$ cat src/rtl/fpcvt_pkg.sv
package fpcvt_pkg;
  typedef enum logic [1:0] {
    OP_S2D = 2'b00,
    OP_H2S = 2'b01,
    OP_D2S = 2'b10,
    OP_S2H = 2'b11
  } cvt_op_e;

  localparam int HALF_E = 5;
  localparam int HALF_M = 10;
  localparam int SGL_E  = 8;
  localparam int SGL_M  = 23;
  localparam int DBL_E  = 11;
  localparam int DBL_M  = 52;

  localparam int HALF_W = 1 + HALF_E + HALF_M;
  localparam int SGL_W  = 1 + SGL_E + SGL_M;
  localparam int DBL_W  = 1 + DBL_E + DBL_M;
endpackage

$ cat src/rtl/fpcvt_stage.sv
module fpcvt_stage #(
  parameter int W = 1
) (
  input  logic         clk_i,
  input  logic         rst_ni,
  input  logic         en_i,
  input  logic [W-1:0] d_i,
  output logic [W-1:0] q_o
);
  always_ff @(posedge clk_i or negedge rst_ni) begin
    if (!rst_ni)   q_o <= '0;
    else if (en_i) q_o <= d_i;
  end
endmodule

$ cat src/rtl/fpcvt_widen.sv
module fpcvt_widen #(
  parameter int EI = 8,
  parameter int MI = 23,
  parameter int EO = 11,
  parameter int MO = 52
) (
  input  logic [EI+MI:0] in_i,
  output logic [EO+MO:0] out_o
);
  localparam int BI  = 2**(EI-1) - 1;
  localparam int BO  = 2**(EO-1) - 1;
  localparam int PAD = MO - MI;

  logic          sgn;
  logic [EI-1:0] exp_in;
  logic [MI-1:0] man_in;
  logic [MI-1:0] man_norm;
  int            msb_pos;
  int            shift;

  assign sgn    = in_i[EI+MI];
  assign exp_in = in_i[EI+MI-1:MI];
  assign man_in = in_i[MI-1:0];

  // highest set mantissa bit for subnormal normalisation
  always_comb begin
    msb_pos = 0;
    for (int k = 0; k < MI; k++) begin
      if (man_in[k]) msb_pos = k;
    end
    shift    = MI - msb_pos;
    man_norm = man_in << shift;
  end

  always_comb begin
    if (exp_in == '1) begin
      if (man_in == '0) out_o = {sgn, {EO{1'b1}}, {MO{1'b0}}};
      else              out_o = {sgn, {EO{1'b1}}, 1'b1, man_in[MI-2:0], {PAD{1'b0}}};
    end else if (exp_in == '0) begin
      if (man_in == '0) out_o = {sgn, {(EO+MO){1'b0}}};
      else              out_o = {sgn, EO'(BO - BI + 1 - shift), man_norm, {PAD{1'b0}}};
    end else begin
      out_o = {sgn, EO'(int'(exp_in) - BI + BO), man_in, {PAD{1'b0}}};
    end
  end
endmodule

$ cat src/rtl/fpcvt_narrow.sv
module fpcvt_narrow #(
  parameter int EI = 11,
  parameter int MI = 52,
  parameter int EO = 8,
  parameter int MO = 23
) (
  input  logic [EI+MI:0] in_i,
  output logic [EO+MO:0] out_o
);
  localparam int BI   = 2**(EI-1) - 1;
  localparam int BO   = 2**(EO-1) - 1;
  localparam int EMAX = 2**EO - 1;
  localparam int WS   = MI + 1;
  localparam int DROP = MI - MO;

  logic          sgn;
  logic [EI-1:0] exp_in;
  logic [MI-1:0] man_in;
  int            te;
  int            sh;
  logic [2*WS:0] tmp;
  logic [MO:0]   kept;
  logic          guard;
  logic          sticky;
  logic          up;
  logic [EO-1:0] exp_f;
  logic [EO+MO-1:0] mag;

  assign sgn    = in_i[EI+MI];
  assign exp_in = in_i[EI+MI-1:MI];
  assign man_in = in_i[MI-1:0];
  assign te     = int'(exp_in) - BI + BO;

  // right shift with guard and sticky; the hidden bit carries into the exponent field
  always_comb begin
    sh = (te >= 1) ? DROP : DROP + 1 - te;
    if (sh > WS + 1) sh = WS + 1;
    tmp    = {1'b1, man_in, {(WS+1){1'b0}}} >> sh;
    kept   = tmp[WS+MO+1:WS+1];
    guard  = tmp[WS];
    sticky = |tmp[WS-1:0];
    up     = guard & (sticky | kept[0]);
    exp_f  = (te >= 1) ? EO'(te - 1) : '0;
    mag    = {exp_f, {MO{1'b0}}} + {{(EO-1){1'b0}}, kept} + {{(EO+MO-1){1'b0}}, up};
  end

  always_comb begin
    if (exp_in == '1) begin
      if (man_in == '0) out_o = {sgn, {EO{1'b1}}, {MO{1'b0}}};
      else              out_o = {sgn, {EO{1'b1}}, 1'b1, man_in[MI-2 -: MO-1]};
    end else if (exp_in == '0) begin
      out_o = {sgn, {(EO+MO){1'b0}}};
    end else if (te >= EMAX) begin
      out_o = {sgn, {EO{1'b1}}, {MO{1'b0}}};
    end else begin
      out_o = {sgn, mag};
    end
  end
endmodule

$ cat src/rtl/fpcvt_unit.sv
module fpcvt_unit
  import fpcvt_pkg::*;
#(
  parameter int VEC_W = 128
) (
  input  logic             clk_i,
  input  logic             rst_ni,
  input  logic             valid_i,
  input  logic [1:0]       op_i,
  input  logic             hi_sel_i,
  input  logic [VEC_W-1:0] opa_i,
  input  logic [VEC_W-1:0] opb_i,
  output logic             valid_o,
  output logic [VEC_W-1:0] res_o
);
  localparam int HV  = VEC_W / 2;
  localparam int N_D = VEC_W / DBL_W;
  localparam int N_S = VEC_W / SGL_W;
  localparam int N_H = VEC_W / HALF_W;

  // stage 1: capture
  logic             v1, v2;
  logic [1:0]       op1_raw;
  logic             hi1;
  logic [VEC_W-1:0] a1, b1;
  cvt_op_e          op1;

  fpcvt_stage #(.W(1)) u_v1 (.clk_i, .rst_ni, .en_i(1'b1), .d_i(valid_i), .q_o(v1));
  fpcvt_stage #(.W(2*VEC_W+3)) u_d1 (
    .clk_i, .rst_ni, .en_i(valid_i),
    .d_i({op_i, hi_sel_i, opa_i, opb_i}),
    .q_o({op1_raw, hi1, a1, b1})
  );
  assign op1 = cvt_op_e'(op1_raw);

  // stage 2: lane select and convert
  logic [HV-1:0]      half_src;
  logic [2*VEC_W-1:0] pair_src;
  logic [VEC_W-1:0]   w_sd, w_hs, n_ds, n_sh, r2;

  assign half_src = hi1 ? a1[VEC_W-1:HV] : a1[HV-1:0];
  assign pair_src = {a1, b1};

  for (genvar i = 0; i < N_D; i++) begin : g_s2d
    fpcvt_widen #(.EI(SGL_E), .MI(SGL_M), .EO(DBL_E), .MO(DBL_M)) u_cvt (
      .in_i(half_src[SGL_W*i +: SGL_W]), .out_o(w_sd[DBL_W*i +: DBL_W]));
  end
  for (genvar i = 0; i < N_S; i++) begin : g_h2s
    fpcvt_widen #(.EI(HALF_E), .MI(HALF_M), .EO(SGL_E), .MO(SGL_M)) u_cvt (
      .in_i(half_src[HALF_W*i +: HALF_W]), .out_o(w_hs[SGL_W*i +: SGL_W]));
  end
  for (genvar i = 0; i < N_S; i++) begin : g_d2s
    fpcvt_narrow #(.EI(DBL_E), .MI(DBL_M), .EO(SGL_E), .MO(SGL_M)) u_cvt (
      .in_i(pair_src[DBL_W*i +: DBL_W]), .out_o(n_ds[SGL_W*i +: SGL_W]));
  end
  for (genvar i = 0; i < N_H; i++) begin : g_s2h
    fpcvt_narrow #(.EI(SGL_E), .MI(SGL_M), .EO(HALF_E), .MO(HALF_M)) u_cvt (
      .in_i(pair_src[SGL_W*i +: SGL_W]), .out_o(n_sh[HALF_W*i +: HALF_W]));
  end

  always_comb begin
    case (op1)
      OP_S2D:  r2 = w_sd;
      OP_H2S:  r2 = w_hs;
      OP_D2S:  r2 = n_ds;
      default: r2 = n_sh;
    endcase
  end

  logic [VEC_W-1:0] r2_q;
  fpcvt_stage #(.W(1))     u_v2 (.clk_i, .rst_ni, .en_i(1'b1), .d_i(v1), .q_o(v2));
  fpcvt_stage #(.W(VEC_W)) u_d2 (.clk_i, .rst_ni, .en_i(v1), .d_i(r2), .q_o(r2_q));

  // stage 3: output
  fpcvt_stage #(.W(1))     u_v3 (.clk_i, .rst_ni, .en_i(1'b1), .d_i(v2), .q_o(valid_o));
  fpcvt_stage #(.W(VEC_W)) u_d3 (.clk_i, .rst_ni, .en_i(v2), .d_i(r2_q), .q_o(res_o));

  // checks
  logic [1:0]         warm_q;
  logic [2*VEC_W-1:0] pair_in;
  logic [N_H-1:0]     s_nan_in;

  always_ff @(posedge clk_i or negedge rst_ni) begin
    if (!rst_ni)              warm_q <= '0;
    else if (warm_q != 2'd3)  warm_q <= warm_q + 2'd1;
  end

  assign pair_in = {opa_i, opb_i};
  for (genvar i = 0; i < N_H; i++) begin : g_nan_in
    assign s_nan_in[i] = (pair_in[SGL_W*i+SGL_M +: SGL_E] == '1) &&
                         (pair_in[SGL_W*i +: SGL_M] != '0);
  end

  assert_latency_R6: assert property (@(posedge clk_i) disable iff (!rst_ni)
    (warm_q == 2'd3) |-> (valid_o == $past(valid_i, 3)));

  assert_hold_R7: assert property (@(posedge clk_i) disable iff (!rst_ni)
    !valid_o |-> $stable(res_o));

  for (genvar i = 0; i < N_H; i++) begin : g_chk_nan
    assert_nan_quiet_R5: assert property (@(posedge clk_i) disable iff (!rst_ni)
      (warm_q == 2'd3 && valid_o && $past(op_i, 3) == OP_S2H && $past(s_nan_in[i], 3))
      |-> (res_o[HALF_W*i+HALF_M +: HALF_E] == '1 && res_o[HALF_W*i+HALF_M-1]));
  end

  for (genvar i = 0; i < N_S; i++) begin : g_chk_sign
    assert_sign_kept_R3: assert property (@(posedge clk_i) disable iff (!rst_ni)
      (warm_q == 2'd3 && valid_o && $past(op_i, 3) == OP_D2S)
      |-> (res_o[SGL_W*i+SGL_W-1] == $past(pair_in[DBL_W*i+DBL_W-1], 3)));
  end
endmodule

$ cat config.mk
export PLATFORM = sky130hd
export DESIGN_NAME = fpcvt_unit
export DESIGN_NICKNAME = d
export VERILOG_FILES = /design/src/rtl/fpcvt_pkg.sv /design/src/rtl/fpcvt_stage.sv /design/src/rtl/fpcvt_widen.sv /design/src/rtl/fpcvt_narrow.sv /design/src/rtl/fpcvt_unit.sv
export SDC_FILE = /design/constraint.sdc
export NUM_CORES = 2
export LEC_CHECK = 0
export ABC_CLOCK_PERIOD_IN_PS = 19900
export BUFFER_PORTS_ARGS = -buffer_cell sky130_fd_sc_hd__buf_2
export CORE_MARGIN = 4
export CORE_UTILIZATION = 35
export DETAILED_ROUTE_END_ITERATION = 8
export GPL_TIMING_DRIVEN = 1
export RECOVER_POWER = 50
export REMOVE_ABC_BUFFERS = 1
export SETUP_SLACK_MARGIN = 0.02
export SYNTH_ARGS = -nofsm -noshare
export SYNTH_HDL_FRONTEND = slang
export SYNTH_SLANG_ARGS = --single-unit
$ cat constraint.sdc
create_clock -name clk_i -period 19.9 [get_ports clk_i]
set_clock_uncertainty 0.05 [all_clocks]
set_input_delay 2.985 -clock clk_i [delete_from_list [all_inputs] [get_ports clk_i]]
set_output_delay 2.985 -clock clk_i [all_outputs]
set_load 0.005 [all_outputs]
==> out/qor.csv <==
metric,value,unit
final WL,444,mm
final net count,12300,
Total Routing Usage GR,33.5,%
total number of vias,104000,
"EDFF count, synth",0,
Worst EP required,18.75,ns
H-tree levels,3,
Vias/cell,6.91,
Synth async-reset ratio,100,%
DRC viols,21,
CP peak stage delay,4.46,ns
CORE AREA,0.239,mm²
worst path cell trace,clkbuf_1 > clkbuf_1,
chip height,499,µm
Post-DP HPWL,333,mm
unrepaired setup endpoints after global routing,false,
CP max FO,101,
critical path class,in -> async,
family with the most delay on the worst path,buffers and inverters,
"count leader, synth",nand2_1,
pwr dens,84.6,mW/mm²
post-route design area,0.0919,mm²
Worst VDD drop,0.0000716,V
CTS max path bufs,3,
final hold violations,0,
vias in the first global route,95400,
"Top FF cell, synth",dfrtp_1,
Yosys reg bits,518,
fmax,87.5,MHz
wire per inst,29.5,µm
Rows,179,
CP bufs+invs,2,
Starting Density,35.3,%
Avg Inst Size Synth,7.02,µm²
antenna-violating nets left,0,
fraction of layout cells with a size suffix above 1,12.9,%
remaining global-route overflow,0,
cts hold-fix bufs,0,
"Clk Latency, worst-skew pair",0.80,ns
type of origin of the critical path,input pin,
Least-Margin Pin Slew,6.13,ns
CTS resizes,0,
Synth top cells by count,"1319 x nand2_1, 1029 x nor2_1, 804 x a21oi_1",
Worst Hold Class,reg -> reg,
synth top area cells,"dfrtp_1 15%, nand2_1 5.9%, mux2_2 5.4%",
sequential share of power,19.8,%
CP max-delay cell,clkbuf_1,
Fin Setup TNS,0,ns
setup bufs post-CTS,0,
clock-pin slew on the worst setup and hold paths,0.06,ns
post-synth cell types,128,
"Data arrival, critical path",10.28,ns
Internal Pwr Total,0.00367,W
post-synthesis sequential area ratio,15.4,%
R2R setup slack,8.84,ns
first-pass GRT wire length,648,mm
Die ar.,0.249,mm²
largest net degree at the start of global routing,102,
CTS tree,done,
DRT iter0 DRCs,15800,
MaxCap Viol Count,12,
Boundary Pins,391,
Clock Power Share,20.0,%
NetSw,0.00411,W
status,"complete, but fails checks",
antenna violations before repair,32,
"Period Utilization, post-route",57.4,%
CTS buffer count,76,
cell repeated most along the worst path,clkbuf_1,
CP endpoint kind,async pin,
Final setup viols,0,
YS warnings,0,
die width,499,µm
failing checks,"DRC, capacitance limit, slew limit",
Yosys top cell by area,dfrtp_1,
Area Growth Syn to Fin,8.98,%
Final Max Tran Viols,674,
Slew HR,-309,%
area share of the largest cell type after synthesis,15.4,%
combinational share of power,60.2,%
Sw Share,52.8,%
PortBufs,390,
placed cell areas,0.0893,mm²
routability cong.,1.05,
Post-Synthesis Cells,12000,
Final Critical Period,11.43,ns
Leak,34.2,nW
TritonRoute pass-1 iters,9,
CTS Sinks,518,
total power draw,0.00777,W
Synth Cell Area,0.0843,mm²
Root Buffer Master,clkbuf_16,
## final cells by class
class                           instances  area [µm²]
Timing Repair Buffer                  753        4590
Tap cell                             3167        3960
Inverter                              235         885
Fill cell                           25700      147000
Antenna cell                           13        32.5
Clock buffer                           97        2140
Sequential cell                       518       13000
Multi-Input combinational cell      10200       66700
Clock inverter                         41         577
## logic make-up (layout without fill, tap and decap cells)
family | after synthesis | after routing | synth area share (%)
muxes | 806 | 806 | 10.3
xor gates and xnor gates | 441 | 441 | 4.61
other | 0 | 13 | 0
and+or+nand+nor | 4621 | 4621 | 26.8
DFF | 518 | 518 | 15.4
adders and majority gates | 175 | 175 | 2.60
AOI/OAI and AO/OA | 4196 | 4196 | 34.5
buffers and inverters | 1253 | 1126 | 5.87
## power by group through the flow
stage | clock, W | sequential, W | combinational (W)
6_report | 0.00155 | 0.00154 | 0.00468
4_1_cts | 0.00159 | 0.00152 | 0.00450
5_1_grt | 0.00162 | 0.00155 | 0.00495
2_1_floorplan | 0 | 0.00142 | 0.00289
3_3_place_gp | 0 | 0.00154 | 0.00452
3_5_place_dp | 0 | 0.00154 | 0.00447
## stage by stage
step                instances  setup slack (ns)  utilization, %  hold slack (ns)
floorplan               11000              9.42               -            0.396
global placement        14900              9.39            37.4            0.434
finish                  15100              8.47            38.5            0.447
CTS                     15100              9.12            38.5            0.450
detailed placement      14900              9.14            37.4            0.434
global route            15100              6.55            38.5            0.462
## flip-flops by register name, indices dropped and copies added, names as in the netlist
register  flops
u_v2.q_o      1
u_d2.q_o    128
u_v3.q_o      1
u_d1.q_o    259
u_v1.q_o      1
u_d3.q_o    128
## final timing paths
| kind | startpoint | cells past startpoint | end |
|---|---|---|---|
| setup / recovery | rst_ni | 2 | u_d1.q_o[258] |
| setup reg to reg | u_d1.q_o[184] | 28 | u_d2.q_o[72] |
| min in group asynchronous | rst_ni | 1 | u_d1.q_o[114] |
| hold reg to reg | u_d2.q_o[41] | 2 | u_d2.q_o[41] |
| hold / removal | u_d2.q_o[41] | 2 | u_d2.q_o[41] |
| max in group clk_i | u_d1.q_o[184] | 28 | u_d2.q_o[72] |
## placed cells by master (no fill, tap or decap), types with 199 or more instances in the layout
| cell type | Yosys | routed |
|---|---|---|
| a21oi_1 | 804 | 798 |
| nand2_1 | 1319 | 1317 |
| mux2i_1 | 396 | 396 |
| nor3_1 | 457 | 450 |
| o21ai_0 | 778 | 772 |
| xnor2_1 | 294 | 294 |
| mux2_2 | 404 | 404 |
| o22ai_1 | 231 | 231 |
| nand3_1 | 501 | 500 |
| buf_4 | 12 | 355 |
| a211oi_1 | 218 | 216 |
| nor2_1 | 1029 | 1014 |
| dfrtp_1 | 518 | 514 |
| nand4_1 | 215 | 215 |
| inv_1 | 199 | 199 |
| a22oi_1 | 232 | 232 |
| buf_2 | 97 | 342 |
## metal layers
metal	GRT usage [%]	wire, µm	vias up
met1	43.6	175000	49500
li1	-	-	45900
met4	19.2	31500	8
met5	0	46	-
met3	8.08	50300	1565
met2	50.5	187000	7112
No activity file was read; power rests on OpenSTA's default activity.
